--- src/rtl/lsbc_pkg.sv ---
// Shared types for the two-step program controller.
// Assumes: fl_op encoding is decoded by the flash interface downstream.
package lsbc_pkg;

    typedef enum logic [2:0] {
        OP_LOAD_LSB = 3'd0,
        OP_LOAD_MSB = 3'd1,
        OP_PROG_LSB = 3'd2,
        OP_PROG_MSB = 3'd3,
        OP_READ_LSB = 3'd4
    } fl_op_e;

    typedef enum logic [3:0] {
        S_IDLE,
        S_LDAT,
        S_LPROG,
        S_RCMD,
        S_RFEED,
        S_RFIX,
        S_MLSB,
        S_MMSB,
        S_MPROG,
        S_WAIT
    } seq_state_e;

endpackage

--- src/rtl/lsbc_tag_table.sv ---
// Tag/valid table for the low-page copy slots.
// Looks up a wordline, proposes a slot (hit, lowest free, or round-robin
// victim) and updates entries on set/clear/flush requests.
// Assumes: SLOTS >= 2; flush wins over set and clear in the same cycle.
module lsbc_tag_table #(
    parameter int SLOTS = 4,
    parameter int WL_W  = 8,
    parameter int SLOT_W = $clog2(SLOTS)
) (
    input  logic              clk,
    input  logic              rst_n,
    input  logic [WL_W-1:0]   look_wl,
    output logic              hit,
    output logic [SLOT_W-1:0] hit_slot,
    output logic [SLOT_W-1:0] alloc_slot,
    input  logic              claim,
    input  logic              set_en,
    input  logic [SLOT_W-1:0] set_slot,
    input  logic [WL_W-1:0]   set_wl,
    input  logic              clr_en,
    input  logic [SLOT_W-1:0] clr_slot,
    input  logic              flush
);

    logic [WL_W-1:0]   tag_q [SLOTS];
    logic [SLOTS-1:0]  vld_q;
    logic [SLOTS-1:0]  match;
    logic [SLOT_W-1:0] rr_q;
    logic [SLOT_W-1:0] free_slot;
    logic              any_free;

    // per-slot tag compare
    for (genvar g = 0; g < SLOTS; g++) begin : g_match
        assign match[g] = vld_q[g] && (tag_q[g] == look_wl);
    end

    // priority encode hit and lowest free slot
    always_comb begin
        hit       = |match;
        any_free  = ~&vld_q;
        hit_slot  = '0;
        free_slot = '0;
        for (int i = SLOTS - 1; i >= 0; i--) begin
            if (match[i]) hit_slot = SLOT_W'(i);
            if (!vld_q[i]) free_slot = SLOT_W'(i);
        end
        alloc_slot = hit ? hit_slot : (any_free ? free_slot : rr_q);
    end

    // entry state: flush, then set, then clear
    always_ff @(posedge clk) begin
        if (!rst_n) begin
            vld_q <= '0;
            for (int i = 0; i < SLOTS; i++) tag_q[i] <= '0;
        end else if (flush) begin
            vld_q <= '0;
        end else begin
            for (int i = 0; i < SLOTS; i++) begin
                if (set_en && set_slot == SLOT_W'(i)) begin
                    vld_q[i] <= 1'b1;
                    tag_q[i] <= set_wl;
                end else if (clr_en && clr_slot == SLOT_W'(i)) begin
                    vld_q[i] <= 1'b0;
                end
            end
        end
    end

    // victim pointer moves only when a full table is claimed
    always_ff @(posedge clk) begin
        if (!rst_n) rr_q <= '0;
        else if (claim && !hit && !any_free)
            rr_q <= (rr_q == SLOT_W'(SLOTS - 1)) ? '0 : rr_q + 1'b1;
    end

    assert_unique_tag_R8: assert property (@(posedge clk) disable iff (!rst_n)
        $onehot0(match));

    assert_flush_empties_R6: assert property (@(posedge clk) disable iff (!rst_n)
        flush |=> (vld_q == '0));

endmodule

--- src/rtl/lsbc_seq.sv ---
// Operation sequencer: runs the low-page step, the high-page step with a
// stored or corrected low page, and the read/correct refill path.
// Assumes: the store read is combinational; the correction engine takes
// the whole raw page before returning corrected beats; the host holds
// hd_valid/hd_data until taken.
module lsbc_seq
    import lsbc_pkg::*;
#(
    parameter int WL_W       = 8,
    parameter int BEAT_W     = 32,
    parameter int PAGE_BEATS = 16,
    parameter int SLOT_W     = 2,
    parameter int BEAT_IW    = $clog2(PAGE_BEATS)
) (
    input  logic               clk,
    input  logic               rst_n,
    input  logic               cmd_valid,
    output logic               cmd_ready,
    input  logic               cmd_msb,
    input  logic [WL_W-1:0]    cmd_wl,
    input  logic               hd_valid,
    output logic               hd_ready,
    input  logic [BEAT_W-1:0]  hd_data,
    output logic               fl_valid,
    input  logic               fl_ready,
    output logic [2:0]         fl_op,
    output logic [WL_W-1:0]    fl_wl,
    output logic [BEAT_W-1:0]  fl_data,
    output logic               fl_last,
    input  logic               fl_done,
    input  logic               rd_valid,
    output logic               rd_ready,
    input  logic [BEAT_W-1:0]  rd_data,
    output logic               ecc_in_valid,
    input  logic               ecc_in_ready,
    output logic [BEAT_W-1:0]  ecc_in_data,
    output logic               ecc_in_last,
    input  logic               ecc_out_valid,
    output logic               ecc_out_ready,
    input  logic [BEAT_W-1:0]  ecc_out_data,
    input  logic               ecc_out_bad,
    output logic               st_we,
    output logic [SLOT_W-1:0]  st_slot,
    output logic [BEAT_IW-1:0] st_beat,
    output logic [BEAT_W-1:0]  st_wdata,
    input  logic [BEAT_W-1:0]  st_rdata,
    output logic               busy,
    output logic               prog_err,
    input  logic               tag_hit,
    input  logic [SLOT_W-1:0]  tag_hit_slot,
    input  logic [SLOT_W-1:0]  tag_alloc_slot,
    output logic               tag_claim,
    output logic               tag_set,
    output logic               tag_clr
);

    localparam logic [BEAT_IW-1:0] LAST_BEAT = BEAT_IW'(PAGE_BEATS - 1);

    seq_state_e         state_q;
    logic [WL_W-1:0]    wl_q;
    logic [SLOT_W-1:0]  slot_q;
    logic [BEAT_IW-1:0] beat_q;
    logic               msb_q;
    logic               err_q;
    logic               msb_loaded_q;
    logic               last_beat;
    logic               accept;
    logic               fl_fire;
    fl_op_e             op;

    assign last_beat = (beat_q == LAST_BEAT);
    assign accept    = cmd_valid && (state_q == S_IDLE);
    assign fl_fire   = fl_valid && fl_ready;

    // handshake and datapath steering for the current state
    always_comb begin
        op            = OP_LOAD_LSB;
        fl_valid      = 1'b0;
        fl_data       = '0;
        hd_ready      = 1'b0;
        st_we         = 1'b0;
        st_wdata      = ecc_out_data;
        rd_ready      = 1'b0;
        ecc_in_valid  = 1'b0;
        ecc_out_ready = 1'b0;
        unique case (state_q)
            S_LDAT: begin
                op = OP_LOAD_LSB; fl_valid = hd_valid; fl_data = hd_data;
                hd_ready = fl_ready; st_we = hd_valid && fl_ready; st_wdata = hd_data;
            end
            S_LPROG: begin op = OP_PROG_LSB; fl_valid = 1'b1; end
            S_RCMD:  begin op = OP_READ_LSB; fl_valid = 1'b1; end
            S_RFEED: begin rd_ready = ecc_in_ready; ecc_in_valid = rd_valid; end
            S_RFIX:  begin ecc_out_ready = 1'b1; st_we = ecc_out_valid; end
            S_MLSB:  begin op = OP_LOAD_LSB; fl_valid = 1'b1; fl_data = st_rdata; end
            S_MMSB: begin
                op = OP_LOAD_MSB; fl_valid = hd_valid; fl_data = hd_data;
                hd_ready = fl_ready;
            end
            S_MPROG: begin op = OP_PROG_MSB; fl_valid = 1'b1; end
            default: ;
        endcase
    end

    assign fl_op       = op;
    assign fl_wl       = wl_q;
    assign fl_last     = last_beat && (state_q == S_LDAT || state_q == S_MLSB || state_q == S_MMSB);
    assign ecc_in_data = rd_data;
    assign ecc_in_last = (state_q == S_RFEED) && last_beat;
    assign st_slot     = slot_q;
    assign st_beat     = beat_q;
    assign busy        = (state_q != S_IDLE);
    assign cmd_ready   = (state_q == S_IDLE);
    assign prog_err    = err_q;

    // tag table requests: claim/clear on accept, set when a page is stored
    assign tag_claim = accept && !(cmd_msb && tag_hit);
    assign tag_set   = (state_q == S_LDAT && hd_valid && fl_ready && last_beat) ||
                       (state_q == S_RFIX && ecc_out_valid && last_beat && !ecc_out_bad);
    assign tag_clr   = tag_claim || (state_q == S_WAIT && fl_done && msb_q);

    // state, beat counter and captured command fields
    always_ff @(posedge clk) begin
        if (!rst_n) begin
            state_q <= S_IDLE;
            wl_q    <= '0;
            slot_q  <= '0;
            beat_q  <= '0;
            msb_q   <= 1'b0;
            err_q   <= 1'b0;
        end else begin
            unique case (state_q)
                S_IDLE: if (cmd_valid) begin
                    wl_q   <= cmd_wl;
                    msb_q  <= cmd_msb;
                    beat_q <= '0;
                    err_q  <= 1'b0;
                    if (!cmd_msb) begin
                        slot_q <= tag_alloc_slot; state_q <= S_LDAT;
                    end else if (tag_hit) begin
                        slot_q <= tag_hit_slot;   state_q <= S_MLSB;
                    end else begin
                        slot_q <= tag_alloc_slot; state_q <= S_RCMD;
                    end
                end
                S_LDAT: if (hd_valid && fl_ready) begin
                    beat_q <= last_beat ? '0 : beat_q + 1'b1;
                    if (last_beat) state_q <= S_LPROG;
                end
                S_LPROG: if (fl_ready) state_q <= S_WAIT;
                S_RCMD:  if (fl_ready) state_q <= S_RFEED;
                S_RFEED: if (rd_valid && ecc_in_ready) begin
                    beat_q <= last_beat ? '0 : beat_q + 1'b1;
                    if (last_beat) state_q <= S_RFIX;
                end
                S_RFIX: if (ecc_out_valid) begin
                    beat_q <= last_beat ? '0 : beat_q + 1'b1;
                    if (last_beat) begin
                        if (ecc_out_bad) begin
                            err_q <= 1'b1; state_q <= S_IDLE;
                        end else begin
                            state_q <= S_MLSB;
                        end
                    end
                end
                S_MLSB: if (fl_ready) begin
                    beat_q <= last_beat ? '0 : beat_q + 1'b1;
                    if (last_beat) state_q <= S_MMSB;
                end
                S_MMSB: if (hd_valid && fl_ready) begin
                    beat_q <= last_beat ? '0 : beat_q + 1'b1;
                    if (last_beat) state_q <= S_MPROG;
                end
                S_MPROG: if (fl_ready) state_q <= S_WAIT;
                S_WAIT:  if (fl_done) state_q <= S_IDLE;
                default: state_q <= S_IDLE;
            endcase
        end
    end

    // tracks that a full high page went out before its program command
    always_ff @(posedge clk) begin
        if (!rst_n || state_q == S_IDLE) msb_loaded_q <= 1'b0;
        else if (fl_fire && fl_op == OP_LOAD_MSB && fl_last) msb_loaded_q <= 1'b1;
    end

    assert_accept_busy_R1: assert property (@(posedge clk) disable iff (!rst_n)
        (cmd_valid && cmd_ready) |=> busy);

    assert_fl_hold_R9: assert property (@(posedge clk) disable iff (!rst_n)
        (fl_valid && !fl_ready && state_q != S_LDAT && state_q != S_MMSB)
            |=> (fl_valid && $stable(fl_op) && $stable(fl_wl)));

    assert_abort_flag_R5: assert property (@(posedge clk) disable iff (!rst_n)
        (ecc_out_valid && ecc_out_ready && last_beat && ecc_out_bad)
            |=> (!busy && prog_err));

    assert_msb_order_R3: assert property (@(posedge clk) disable iff (!rst_n)
        (fl_valid && fl_op == OP_PROG_MSB) |-> msb_loaded_q);

endmodule

--- src/rtl/lsb_cache_prog_ctrl.sv ---
// Top: two-step wordline program controller keeping a clean low-page copy.
// Joins the tag table and the sequencer; slot data lives in an external
// store addressed by slot and beat.
// Assumes: PAGE_BEATS >= 2, SLOTS >= 2.
module lsb_cache_prog_ctrl #(
    parameter int WL_W       = 8,
    parameter int BEAT_W     = 32,
    parameter int PAGE_BEATS = 16,
    parameter int SLOTS      = 4,
    parameter int SLOT_W     = $clog2(SLOTS),
    parameter int BEAT_IW    = $clog2(PAGE_BEATS)
) (
    input  logic               clk,
    input  logic               rst_n,
    input  logic               cmd_valid,
    output logic               cmd_ready,
    input  logic               cmd_msb,
    input  logic [WL_W-1:0]    cmd_wl,
    input  logic               hd_valid,
    output logic               hd_ready,
    input  logic [BEAT_W-1:0]  hd_data,
    output logic               fl_valid,
    input  logic               fl_ready,
    output logic [2:0]         fl_op,
    output logic [WL_W-1:0]    fl_wl,
    output logic [BEAT_W-1:0]  fl_data,
    output logic               fl_last,
    input  logic               fl_done,
    input  logic               rd_valid,
    output logic               rd_ready,
    input  logic [BEAT_W-1:0]  rd_data,
    output logic               ecc_in_valid,
    input  logic               ecc_in_ready,
    output logic [BEAT_W-1:0]  ecc_in_data,
    output logic               ecc_in_last,
    input  logic               ecc_out_valid,
    output logic               ecc_out_ready,
    input  logic [BEAT_W-1:0]  ecc_out_data,
    input  logic               ecc_out_bad,
    output logic               st_we,
    output logic [SLOT_W-1:0]  st_slot,
    output logic [BEAT_IW-1:0] st_beat,
    output logic [BEAT_W-1:0]  st_wdata,
    input  logic [BEAT_W-1:0]  st_rdata,
    input  logic               buf_lost,
    output logic               busy,
    output logic               prog_err
);

    logic              tag_hit;
    logic [SLOT_W-1:0] tag_hit_slot;
    logic [SLOT_W-1:0] tag_alloc_slot;
    logic              tag_claim;
    logic              tag_set;
    logic              tag_clr;

    lsbc_tag_table #(.SLOTS(SLOTS), .WL_W(WL_W), .SLOT_W(SLOT_W)) u_tags (
        .clk(clk), .rst_n(rst_n),
        .look_wl(cmd_wl), .hit(tag_hit), .hit_slot(tag_hit_slot),
        .alloc_slot(tag_alloc_slot), .claim(tag_claim),
        .set_en(tag_set), .set_slot(st_slot), .set_wl(fl_wl),
        .clr_en(tag_clr), .clr_slot(tag_claim ? tag_alloc_slot : st_slot),
        .flush(buf_lost)
    );

    lsbc_seq #(.WL_W(WL_W), .BEAT_W(BEAT_W), .PAGE_BEATS(PAGE_BEATS),
               .SLOT_W(SLOT_W), .BEAT_IW(BEAT_IW)) u_seq (
        .clk(clk), .rst_n(rst_n),
        .cmd_valid(cmd_valid), .cmd_ready(cmd_ready), .cmd_msb(cmd_msb), .cmd_wl(cmd_wl),
        .hd_valid(hd_valid), .hd_ready(hd_ready), .hd_data(hd_data),
        .fl_valid(fl_valid), .fl_ready(fl_ready), .fl_op(fl_op), .fl_wl(fl_wl),
        .fl_data(fl_data), .fl_last(fl_last), .fl_done(fl_done),
        .rd_valid(rd_valid), .rd_ready(rd_ready), .rd_data(rd_data),
        .ecc_in_valid(ecc_in_valid), .ecc_in_ready(ecc_in_ready),
        .ecc_in_data(ecc_in_data), .ecc_in_last(ecc_in_last),
        .ecc_out_valid(ecc_out_valid), .ecc_out_ready(ecc_out_ready),
        .ecc_out_data(ecc_out_data), .ecc_out_bad(ecc_out_bad),
        .st_we(st_we), .st_slot(st_slot), .st_beat(st_beat),
        .st_wdata(st_wdata), .st_rdata(st_rdata),
        .busy(busy), .prog_err(prog_err),
        .tag_hit(tag_hit), .tag_hit_slot(tag_hit_slot), .tag_alloc_slot(tag_alloc_slot),
        .tag_claim(tag_claim), .tag_set(tag_set), .tag_clr(tag_clr)
    );

endmodule

--- config.mk ---
export PLATFORM = sky130hd
export DESIGN_NAME = lsb_cache_prog_ctrl
export DESIGN_NICKNAME = d
export VERILOG_FILES = /design/src/rtl/lsbc_pkg.sv /design/src/rtl/lsbc_tag_table.sv /design/src/rtl/lsbc_seq.sv /design/src/rtl/lsb_cache_prog_ctrl.sv
export SDC_FILE = /design/constraint.sdc
export NUM_CORES = 1
export LEC_CHECK = 0
export BUFFER_PORTS_ARGS = -buffer_cell sky130_fd_sc_hd__buf_2
export CAP_MARGIN = 20
export CORE_AREA = 3 3 104 106
export CTS_BUF_LIST = sky130_fd_sc_hd__clkbuf_8
export CTS_CLUSTER_DIAMETER = 50
export DETAILED_ROUTE_END_ITERATION = 16
export DIE_AREA = 0 0 107 109
export PLACE_DENSITY = 0.78
export SETUP_SLACK_MARGIN = 0.4
export SYNTH_ARGS = -nofsm -noshare
export SYNTH_HDL_FRONTEND = slang
export SYNTH_SLANG_ARGS = --single-unit
export TNS_END_PERCENT = 1
--- constraint.sdc ---
create_clock -name clk -period 4.8 [get_ports clk]
set_input_delay 0.48 -clock clk [delete_from_list [all_inputs] [get_ports clk]]
set_output_delay 0.48 -clock clk [all_outputs]
set_load 0.01 [all_outputs]
==> reports/metrics.csv <==
stage;metric;value;unit
worst_hold_path;Hold WC Path Type;in2reg;
floorplan;Initial Util;43.0;%
sta;Fin. Hold Viols;0;
sta;Tcrit/Tclk final;64.6;%
sta;Final Max Tran Viols;0;
sta;max_slew headroom;41.4;%
placement;placed cell areas;5110;µm²
critical_path;CP Class;reg2out;
status;status;complete, no violations;
critical_path;Critical path origin;u_seq.state_q[0];
logic_synthesis;Syn Std Cell Area;4240;µm²
sta;Peak Freq;0.322;GHz
final_layout;fin cells;766;
critical_path;Setup crit end kind;output pin;
placement;Final HPWL DP;14.2;mm
critical_path;Slowest cell on crit path;dfxtp_1;
sta;skew final;0.00908;ns
clock_tree;clock slew at reported path FFs;0.07;ns
pwr;Leak;0.00237;µW
critical_path;CP top delay family;flip-flops;
logic_synthesis;Yosys warning total;0;
global_routing;Tot GR Track Use;29.5;%
final_layout;share of layout cells above drive strength 1;43.8;%
critical_path;Critical path buffers and inverters;2;
critical_path;critical path launch point type;flop;
logic_synthesis;post-synth top area cell;edfxtp_1;
logic_synthesis;Main synth FF type;edfxtp_1;
global_routing;initial antenna violation count;3;
final_layout;most frequent cells in the layout;buf_2, nand2_1, and2_1;
route;Remaining DRCs;0;
sta;actual slew at the worst max-slew pin;0.878;ns
logic_synthesis;area fraction of the dominant cell type after synthesis;22.7;%
pwr;Pwr Density;416;nW/µm²
global_routing;largest net degree at the start of global routing;35;
logic_synthesis;Synth cell types;58;
final_layout;most common cell after layout, fill and taps aside;buf_2;
route;routed vias;4345;
final_layout;Final Util;54.6;%
placement;placed cells;744;
floorplan;Die ar.;11700;µm²
critical_path;R2R Path Start;u_seq.state_q[2];
final_layout;post-route cell area;5390;µm²
logic_synthesis;Async S/R FF share, synth;0;%
sta;unrepaired setup endpoints after global routing;false;
critical_path;Crit path largest cell delay;0.87;ns
clock_tree;Root Driver;clkbuf_8;
placement;Port Buffers;207;
placement;RePlAce Congestion;1.02;
floorplan;Rows;36;
logic_synthesis;sequential area share after synthesis;34.9;%
worst_hold_path;HP Start;cmd_msb;
critical_path;crit path cell chain;nor4b_4 > buf_4 > mux2_2 > buf_2;
logic_synthesis;Cells after Synth;461;
route;Routed WL per cell;22.5;µm
clock_tree;postcts setup bufs;0;
logic_synthesis;Synth area leaders;edfxtp_1, dfxtp_1, mux2_2, a22o_1, xnor2_1;
clock_tree;cts hold-fix bufs;0;
run;total of max-cap violations;0;
logic_synthesis;Post-synth EDFFs;32;
logic_synthesis;syn nets;611;
global_routing;first-pass GRT wire length;25.4;mm
logic_synthesis;Seq cells post-synth;58;
clock_tree;Resize count post-CTS;0;
final_layout;Nets;775;
route;Iter 0 DRT Violations;394;
route;antenna-violating nets left;0;
logic_synthesis;syn avg cell area;9.20;µm²
clock_tree;Clock Path Buffers;2;
final_layout;FILL cells;907;
clock_tree;clk sink count;58;
floorplan;CORE AREA;9860;µm²
floorplan;Die Y;109;µm
sta;Setup TNS;0;ns
sta;Hold Worst Slack;0.446;ns
global_routing;Overflow after GRT;0;
critical_path;CP Max Fanout;33;
route;Vias/cell;5.67;
route;DRT Pass-1 Iters;5;
global_routing;vias in the first global route;4303;
critical_path;crit path DAT;2.62;ns
floorplan;Chip Width;107;µm
floorplan;Ports;272;
critical_path;WP data required;4.32;ns
clock_tree;number of buffers created by CTS;9;
clock_tree;CTS H-tree lvls;3;
pwr;Worst VDD drop;0.169;mV
sta;final setup fails;0;
route;final WL;17.2;mm
clock_tree;worst skew pair latency;0.33;ns
sta;Period minus WS final;3.10;ns
clock_tree;CTS tree;built;
final_layout;Area Growth Syn to Fin;27.0;%
sequential cells by signal, summed over array words and instances, names as in the netlist:
register	count
u_seq.fl_wl	8
u_tags.tag_q	32
u_tags.vld_q	4
u_seq.state_q	4
u_seq.prog_err	1
u_tags.rr_q	2
u_seq.msb_q	1
u_seq.st_beat	4
u_seq.st_slot	2
worst min-delay path, delay by kind of cell:
family	cells	cell delay (ns)
buf+inv	1	0.14
simple gates	1	0.06
compound gates	1	0.05
power by group:
group / switching [µW] / total (µW) / internal [µW]
registers: 90.6 / 655 / 564
logic: 572 / 1040 / 464
clock network: 194 / 549 / 355
final cells by class:
type / instances / area (µm²) / area share (%)
clock buffers: 10 / 138 / 2.56
flip-flops and latches: 58 / 1480 / 27.5
repair buffers: 216 / 1100 / 20.4
clock inverters: 6 / 105 / 1.95
diodes: 3 / 7.51 / 0.139
well taps: 133 / 166 / 3.09
multi-input cells: 330 / 2350 / 43.6
inverters: 10 / 37.5 / 0.697
synth_stat cells, drive strengths merged (3+ instances only):
cell type	count
o21ai	8
clkbuf	18
nor3	11
a22o	33
o21a	3
buf	45
a32o	3
dfxtp	26
a31oi	3
or3	7
nand2	42
nand4	5
nand3b	3
nor4	3
o22ai	4
o22a	4
o31ai	4
nand2b	8
nor2b	7
xnor2	31
nand3	10
mux2	33
nor2	20
and2	38
edfxtp	32
inv	9
a21oi	20
cell families after synthesis:
| kind of cell | Yosys count | synth area share (%) |
|---|---|---|
| simple gates | 167 | 22.6 |
| compound gates | 93 | 16.0 |
| buf+inv | 73 | 9.83 |
| flops | 58 | 34.9 |
| mux | 35 | 9.24 |
| xor+xnor | 33 | 6.82 |
| fa+ha+maj | 2 | 0.590 |
through the flow:
step | setup slack [ns] | power (µW)
6_report | 1.70 | 2240
2_1_floorplan | 2.42 | 1330
3_3_place_gp | 1.76 | 1670
3_5_place_dp | 1.62 | 1690
5_1_grt | 1.55 | 2360
4_1_cts | 1.24 | 2240
layer usage:
metal	share of wire [%]	up-vias	track usage (%)
met5	0	-	0
met3	8.9	27	5.21
met1	38	2071	36.1
met4	3.0	0	11.9
li1	-	1954	-
met2	50	293	51.6
path summary, 6_finish.rpt:
kind | to | depth (start not counted) | slack [ns]
setup reg to reg | u_tags.tag_q[0][18] | 5 | 2.01
hold / removal | u_seq.msb_q | 3 | 0.45
setup / recovery | st_wdata[9] | 4 | 1.70
hold reg to reg | u_seq.msb_q | 2 | 0.46
No activity file was read; power rests on OpenSTA's default activity.
